--- config.mk ---
export PLATFORM = sky130hd
export DESIGN_NAME = gpio_port_block
export DESIGN_NICKNAME = d
export VERILOG_FILES = /design/src/rtl/gpio_pkg.sv /design/src/rtl/gpio_sync.sv /design/src/rtl/gpio_regs.sv /design/src/rtl/gpio_chg.sv /design/src/rtl/gpio_port_block.sv
export SDC_FILE = /design/constraint.sdc
export NUM_CORES = 1
export LEC_CHECK = 0
export CAP_MARGIN = 20
export CORE_ASPECT_RATIO = 1.25
export CORE_MARGIN = 2
export CORE_UTILIZATION = 30
export CTS_BUF_LIST = sky130_fd_sc_hd__clkbuf_4 sky130_fd_sc_hd__clkbuf_8 sky130_fd_sc_hd__clkbuf_16
export CTS_CLUSTER_SIZE = 25
export DETAILED_ROUTE_END_ITERATION = 8
export PLACE_DENSITY = 0.66
export SLEW_MARGIN = 20
export SYNTH_ARGS = -nofsm -noshare
export SYNTH_HDL_FRONTEND = slang
export SYNTH_SLANG_ARGS = --single-unit
--- constraint.sdc ---
create_clock -name clk -period 1.05 [get_ports clk]
set_input_delay 0.315 -clock clk [delete_from_list [all_inputs] [get_ports clk]]
set_output_delay 0.315 -clock clk [all_outputs]
set_load 0.1 [all_outputs]
--- src/rtl/gpio_pkg.sv ---
package gpio_pkg;
  // One-hot mask of a single bit position within a port of width w
  function automatic logic [31:0] bit_mask(input int pos);
    return 32'(1) << pos;
  endfunction
endpackage

--- src/rtl/gpio_sync.sv ---
module gpio_sync #(
  parameter int W      = 6,
  parameter int STAGES = 2
) (
  input  logic         clk,
  input  logic         rst,
  input  logic [W-1:0] d,
  output logic [W-1:0] q
);
  logic [W-1:0] stg [STAGES];

  for (genvar s = 0; s < STAGES; s++) begin : g_stage
    if (s == 0) begin : g_first
      always_ff @(posedge clk) begin
        if (rst) stg[s] <= '0;
        else     stg[s] <= d;
      end
    end else begin : g_next
      always_ff @(posedge clk) begin
        if (rst) stg[s] <= '0;
        else     stg[s] <= stg[s-1];
      end
    end
  end

  assign q = stg[STAGES-1];
endmodule

--- src/rtl/gpio_regs.sv ---
module gpio_regs #(
  parameter int W        = 6,
  parameter int SOLO_BIT = 3,
  parameter int IDXW     = 3
) (
  input  logic            clk,
  input  logic            rst,
  input  logic [W-1:0]    wdata,
  input  logic            port_wr,
  input  logic            dir_wr,
  input  logic            rmw_en,
  input  logic [IDXW-1:0] rmw_bit,
  input  logic            rmw_val,
  input  logic [W-1:0]    read_view,
  output logic [W-1:0]    latch_q,
  output logic [W-1:0]    dir_q
);
  import gpio_pkg::*;
  localparam logic [W-1:0] SOLO = W'(bit_mask(SOLO_BIT));

  logic [W-1:0] rmw_word;

  always_comb begin
    for (int i = 0; i < W; i++)
      rmw_word[i] = (int'(rmw_bit) == i) ? rmw_val : read_view[i];
  end

  always_ff @(posedge clk) begin
    if (rst) begin
      latch_q <= '0;
      dir_q   <= '1;
    end else begin
      if (port_wr)     latch_q <= wdata & ~SOLO;
      else if (rmw_en) latch_q <= rmw_word & ~SOLO;
      if (dir_wr)      dir_q   <= wdata | SOLO;
    end
  end

  assert_latch_write_R6: assert property (@(posedge clk) disable iff (rst)
    port_wr |=> latch_q == ($past(wdata) & ~SOLO));

  assert_rmw_sets_bit_R6: assert property (@(posedge clk) disable iff (rst)
    (rmw_en && !port_wr && int'(rmw_bit) < W && int'(rmw_bit) != SOLO_BIT)
      |=> latch_q[$past(rmw_bit)] == $past(rmw_val));

  assert_dir_write_R11: assert property (@(posedge clk) disable iff (rst)
    dir_wr |=> (dir_q & ~SOLO) == ($past(wdata) & ~SOLO));
endmodule

--- src/rtl/gpio_chg.sv ---
module gpio_chg #(
  parameter int           W        = 6,
  parameter int           SOLO_BIT = 3,
  parameter logic [W-1:0] WATCH    = 6'b001011
) (
  input  logic         clk,
  input  logic         rst,
  input  logic [W-1:0] pins_sync,
  input  logic         port_rd,
  input  logic         solo_is_rst,
  input  logic         chg_clr,
  output logic         flag_q
);
  import gpio_pkg::*;
  localparam logic [W-1:0] SOLO = W'(bit_mask(SOLO_BIT));

  logic [W-1:0] snap_q;
  logic [W-1:0] watch_now;
  logic         mismatch;

  assign watch_now = WATCH & ~(solo_is_rst ? SOLO : '0);
  assign mismatch  = |((pins_sync ^ snap_q) & watch_now);

  always_ff @(posedge clk) begin
    if (rst) begin
      snap_q <= '0;
      flag_q <= 1'b0;
    end else begin
      if (port_rd) snap_q <= pins_sync;
      flag_q <= (flag_q & ~chg_clr) | mismatch;
    end
  end

  assert_flag_sticky_R9: assert property (@(posedge clk) disable iff (rst)
    (flag_q && !chg_clr) |=> flag_q);

  assert_flag_cause_R8: assert property (@(posedge clk) disable iff (rst)
    $rose(flag_q) |-> $past(mismatch));
endmodule

--- src/rtl/gpio_port_block.sv ---
module gpio_port_block #(
  parameter int               P_WIDTH    = 6,
  parameter int               P_SOLO_BIT = 3,
  parameter int               P_SYNC     = 2,
  parameter logic [P_WIDTH-1:0] P_CHG_MASK = 6'b001011,
  localparam int              IDXW       = $clog2(P_WIDTH)
) (
  input  logic               clk,
  input  logic               rst,
  input  logic [P_WIDTH-1:0] wdata,
  input  logic               port_wr,
  input  logic               port_rd,
  input  logic               dir_wr,
  input  logic               rmw_en,
  input  logic [IDXW-1:0]    rmw_bit,
  input  logic               rmw_val,
  input  logic               cfg_rst_pin,
  input  logic               cfg_pullup_en,
  input  logic [P_WIDTH-1:0] cfg_alt_mask,
  input  logic               chg_en,
  input  logic               chg_clr,
  input  logic [P_WIDTH-1:0] pin_in,
  output logic [P_WIDTH-1:0] pin_out,
  output logic [P_WIDTH-1:0] pin_oe,
  output logic [P_WIDTH-1:0] pin_pullup,
  output logic [P_WIDTH-1:0] port_rdata,
  output logic [P_WIDTH-1:0] dir_rdata,
  output logic               chg_flag,
  output logic               chg_irq
);
  import gpio_pkg::*;
  localparam logic [P_WIDTH-1:0] SOLO = P_WIDTH'(bit_mask(P_SOLO_BIT));

  logic [P_WIDTH-1:0] pins_sync;
  logic [P_WIDTH-1:0] read_view;
  logic [P_WIDTH-1:0] latch_q;
  logic [P_WIDTH-1:0] dir_q;

  gpio_sync #(.W(P_WIDTH), .STAGES(P_SYNC)) u_sync (
    .clk(clk), .rst(rst), .d(pin_in), .q(pins_sync)
  );

  assign read_view = pins_sync & ~cfg_alt_mask & ~(cfg_rst_pin ? SOLO : '0);

  gpio_regs #(.W(P_WIDTH), .SOLO_BIT(P_SOLO_BIT), .IDXW(IDXW)) u_regs (
    .clk(clk), .rst(rst), .wdata(wdata), .port_wr(port_wr), .dir_wr(dir_wr),
    .rmw_en(rmw_en), .rmw_bit(rmw_bit), .rmw_val(rmw_val),
    .read_view(read_view), .latch_q(latch_q), .dir_q(dir_q)
  );

  gpio_chg #(.W(P_WIDTH), .SOLO_BIT(P_SOLO_BIT), .WATCH(P_CHG_MASK)) u_chg (
    .clk(clk), .rst(rst), .pins_sync(pins_sync), .port_rd(port_rd),
    .solo_is_rst(cfg_rst_pin), .chg_clr(chg_clr), .flag_q(chg_flag)
  );

  always_ff @(posedge clk) begin
    if (rst) port_rdata <= '0;
    else     port_rdata <= read_view;
  end

  assign pin_out    = latch_q;
  assign pin_oe     = ~dir_q & ~SOLO;
  assign dir_rdata  = dir_q | SOLO;
  assign pin_pullup = (cfg_pullup_en ? P_CHG_MASK : '0) | (cfg_rst_pin ? SOLO : '0);
  assign chg_irq    = chg_flag & chg_en;

  assert_alt_reads_zero_R4: assert property (@(posedge clk) disable iff (rst)
    (port_rdata & $past(cfg_alt_mask)) == '0);
endmodule

### Word level (Yosys, flattened, before mapping)

Memory sizes are Yosys's and may differ from the RTL's.
Cells that the tools add are included.

| storage, ports and cells | value |
|---|---|
| output and inout bits | 32 |
| memories | 1 |
| word-level logic and storage cells | 41 |
| input port bits | 32 |
| RAM bits | 12 |
| register bits | 23 |

Memory list:

| name | depth | width | rd ports | clocked after Yosys merged registers in | write ports | RTL line | text |
|---|---|---|---|---|---|---|---|
| u_sync.stg | 2 | 6 | 2 | 0 | 2 | gpio_sync.sv:10 | `logic [W-1:0] stg [STAGES];` |

| cells by class | value |
|---|---|
| reduce and logical (&&, ||, !) cells | 3 |
| bitwise logic cells | 14 |
| eq/ne operators | 4 |
| mux-type cells | 14 |

Operators with widths:

| operator | count |
|---|---|
| 2-to-1 mux 6 bit | 4 |
| bitwise AND 6 bit | 2 |
| inverter 6 bit | 2 |
| == test 3 bit (second input constant) | 3 |
| 2-to-1 mux 1 bit | 8 |
| 2-to-1 mux 4 bit | 2 |
| bitwise AND 6 x 4 -> 6 bit | 1 |
| inverter 4 -> 6 bit | 1 |
| OR reduction 6 bit | 1 |
| bitwise XOR 6 bit | 1 |
| bitwise OR 4 bit | 1 |
| == test 3 x 2 -> 1 bit (second input constant) | 1 |
| zero test 3 bit | 1 |
| bitwise OR 1 bit | 3 |
| bitwise AND 1 bit | 2 |
| nonzero test 2 bit | 1 |
| inverter 1 bit | 1 |

### Logic depth before layout (Yosys ltp)

| logic depth | value |
|---|---|
| depth after elaboration | 6 |
| mapped depth | 4 |
| depth with buffers taken out | 3 |

### Modules after synthesis

From an unflattened synthesis, not the netlist that was laid out.

| unflattened totals | value |
|---|---|
| cell total of the unflattened synthesis | 134 |
| area total of the unflattened synthesis | 1,372.6 µm² |

Modules (own cells, without submodules):

| module | sequential area each (µm²) | cells an instance | instances | area each (µm²) |
|---|---|---|---|---|
| gpio_regs | 200.2 | 59 | 1 | 534.3 |
| gpio_sync | 240.2 | 25 | 1 | 366.6 |
| gpio_port_block | 120.1 | 34 | 1 | 302.8 |
| gpio_chg | 80.1 | 16 | 1 | 168.9 |

### Worst setup path before layout

OpenSTA, ideal clock, no wires.

| path | value |
|---|---|
| kind | register to output |
| start | reg u_chg.flag_q |
| end | out chg_irq |
| path slack | -1.073 ns |
| stages on the path, launching flop included | 2 |
| required time | 0.735 ns |
| path buffers | 0 |
| data arrival time | 1.808 ns |
| cells stage by stage | dfxtp_1 and2_1 |

| between the ends | value |
|---|---|
| cells in the longest elaborated chain, start to end | 1 |

RTL lines:

| element | RTL line | text |
|---|---|---|
| start, declared | gpio_chg.sv:12 | `output logic flag_q` |
| start signal, assigned | gpio_chg.sv:30 | `flag_q <= (flag_q & ~chg_clr) \| mismatch;` |
| bitwise AND 1 bit | gpio_port_block.sv:65 | `assign chg_irq = chg_flag & chg_en;` |
| end, declared | gpio_port_block.sv:29 | `output logic chg_irq` |

No other way between the ends.

### Worst setup path after layout

Ends and elaborated chain as after synthesis.

==> metrics.cfg <==
[power_and_ir_drop]
netSwitchingFraction_pct=33.3
p_leak_uw=0.000978
combPwrFrac_pct=32.3
power_frac_clock_pct=28.0
power_density_nw_per_um2=1360
ir_drop_uv=659
p_sw_uw=1100
p_int_uw=2200
p_seq_share_pct=39.8

[clock_tree]
clock_path_buffers=2
h-tree-depth=2
cts_hold_buf=0
cts_buffers=5
clk_root_buffer_cell=clkbuf_8
cts_tree=yes
path_clk_slew_ps=60
cts_sinks=32
clk_latency_ps=280

[cells_and_area]
syn2layout_area_growth_pct=91.0
layout-drive-gt1-share_pct=42.2
nets=237
post_layout_nonfiller_instances=262
antenna_cells=0
post-route-util_pct=59.6
fin_area_um2=2420

[critical_path]
slowest_delay_ps=350
critPathArrivalTime_ps=940
crit_family=flip-flops
path_class=register to output pin
ff2ff_path_depth=4
cp_num_cells=2
path_cells=and2_4 -> buf_12
cp.required_ps=730
end_kind=output pin
path_buf_inv=1
cp-start-kind=register
cp_max_fo=3
cp_slowest_cell=dfxtp_4

[timing]
setup_viol=24
clock_skew_ps=7.14
period_needed_ps=1250
setup_slack_ps=-201
min_period_over_period_pct=119
max_freq_mhz=799
drv_slew=0
hold_viol_final=0
rsz0062_at_grt=true

[synthesis]
synth-seq-cells=32
postSynthAreaPerCell_um2=9.61
synth_cell_type_count=29
syn_inst=132
synth_top_area_cell=dfxtp_1
synthTopCellsByArea=dfxtp_1 (50%), nor2b_1 (8.4%), buf_4 (4.7%)
synth_area_um2=1270
synth_top_area_share_pct=50.5
yosys_warnings=0
seq_area_frac_synth_pct=50.5

[floorplanning]
num_rows=26
die-width_um=62.2
initial_core_util_pct=31.2
die_h_um=76.7
fp.coreArea_um2=4070
ioPinCount=64
dieArea_um2=4770

[grt]
grt-ovfl-total=0
antenna_found_initial=0
track_usage_pct=14.2
grt_pass1_wl_um=5310
grt_pass1_vias=1210
grt_max_degree=12

[outcome]
violations=setup timing
status=finished, violations left

[placement]
placed_area_um2=2250
dp_hpwl_um=2520
dp_cells=245
post-place-ws_ps=-506
io_buffers=56
gp_congestion=0.919

[route]
drc=0
ant_nets=0
via_count=1150
via_per_inst=4.39
wl_per_cell_um=12.6
first_pass_iters=4
wl_um=3310
drt_iter0_markers=20

[min_path]
hold_class=input port to register
min_delay_path_depth=4

[flow_run]
drv_cap=0

worst paths after layout:
check / start / to / slack (ps)
max: u_chg.flag_q$_SDFF_PP0_ / chg_irq / -200
max reg2reg: u_regs.dir_q[4]$_SDFFE_PP1P_ / u_regs.dir_q[4]$_SDFFE_PP1P_ / 60
min: cfg_rst_pin / port_rdata[3]$_SDFF_PP0_ / 370
min reg2reg: u_sync.stg[0][5]$_SDFF_PP0_ / u_sync.stg[1][5]$_SDFF_PP0_ / 430
Yosys cell counts:
cell and number:
nor3b_2 1, buf_2 1, nor4b_1 1, and2_1 6
or2_2 1, nand2_1 5, nor3_1 1, nand2b_1 2
mux2i_1 3, o21ai_0 1, or2_1 2, o221ai_1 5
buf_1 1, dfxtp_1 32, nor2_1 4, nor3b_1 7
or2b_1 1, conb_1 2, o211ai_1 5, clkbuf_1 3
xor2_1 1, o31a_1 1, and3b_1 1, nor2b_1 17
xnor2_1 2, inv_1 7, buf_4 8, and2b_2 1
a21oi_1 10
metal layers:
layer | global-route usage (%) | up-vias | part of all wire [%]
met2 | 27.4 | 48 | 55
li1 | - | 568 | -
met1 | 12.4 | 526 | 35
met4 | 6.22 | 0 | 2.0
met5 | 0 | - | 0
met3 | 6.45 | 8 | 8.4
worst min-delay path, stage by stage:
cell,delay (ps)
buf_6,70
buf_4,90
buf_4,90
nor4b_1,40
cell families after synthesis:
| kind of cell | Yosys count | share of synthesized area [%] |
|---|---|---|
| simple gates | 50 | 24.7 |
| buf+inv | 20 | 8.38 |
| compound gates | 22 | 11.4 |
| flops | 32 | 50.5 |
| mux | 3 | 2.37 |
| other cells | 2 | 0.592 |
| xor+xnor | 3 | 2.07 |
power by group through the flow:
stage | Sequential (µW) | Clock [µW] | Combinational, µW
floorplan | 1550 | 0 | 403
detailed placement | 1340 | 0 | 1030
finish | 1310 | 922 | 1060
global placement | 1340 | 0 | 1020
CTS | 1310 | 960 | 1050
global route | 1320 | 1010 | 1100
layout by cell type (no fill, tap or decap):
cell	synthesis	layout
nor3b_2	1	3
a21oi_1	10	10
o211ai_1	5	5
nor2b_2	0	1
clkbuf_4	0	2
or2b_1	1	1
dfxtp_2	0	6
clkinv_2	0	1
dfxtp_1	32	15
dfxtp_4	0	11
nor4b_1	1	1
nor2_1	4	4
clkbuf_8	0	5
buf_6	0	4
o21ai_1	0	1
clkbuf_2	0	2
nor2b_1	17	16
o221ai_2	0	1
or2_1	2	2
and2_4	0	1
and2_1	6	5
and3b_1	1	1
buf_4	8	16
clkinvlp_4	0	5
xnor2_1	2	2
o31a_1	1	1
and2b_2	1	1
or2_4	0	1
nor3_1	1	1
o221ai_1	5	4
mux2i_1	3	3
inv_1	7	2
conb_1	2	6
nor3b_1	7	5
xor2_1	1	1
nand2_1	5	5
buf_12	0	27
clkdlybuf4s50_1	0	21
dlygate4sd2_1	0	5
nand2b_1	2	2
state kept, by name, summed over array words and instances (netlist names):
register / cells
u_regs.latch_q: 5
u_chg.flag_q: 1
u_regs.dir_q: 5
u_chg.snap_q: 3
port_rdata: 6
u_sync.stg: 12
metrics by stage:
stage          setup TNS (ps)  hold slack, ps  power [µW]
2_1_floorplan           -3530             384        1950
3_3_place_gp            -8010             417        2360
3_5_place_dp            -8430             420        2370
4_1_cts                 -2790             309        3320
5_1_grt                 -3130             371        3430
6_report                -2500             370        3300
timing repair:
action / in CTS / in global routing
setup buffers: 6 / 3
pin swaps: 5 / 1
gates resized for setup: 19 / 9
setup endpoints to repair: 31 / 29
final cells by class:
cell class	count	area, µm²
clock buffer	7	83.8
clock inverter	1	5.00
fill	348	1640
inverter	7	45.0
multi-input combinational	84	561
sequential	32	689
tap	56	70.1
timing repair buffer	75	970
Note: power is estimated with default switching activity, not from simulation.
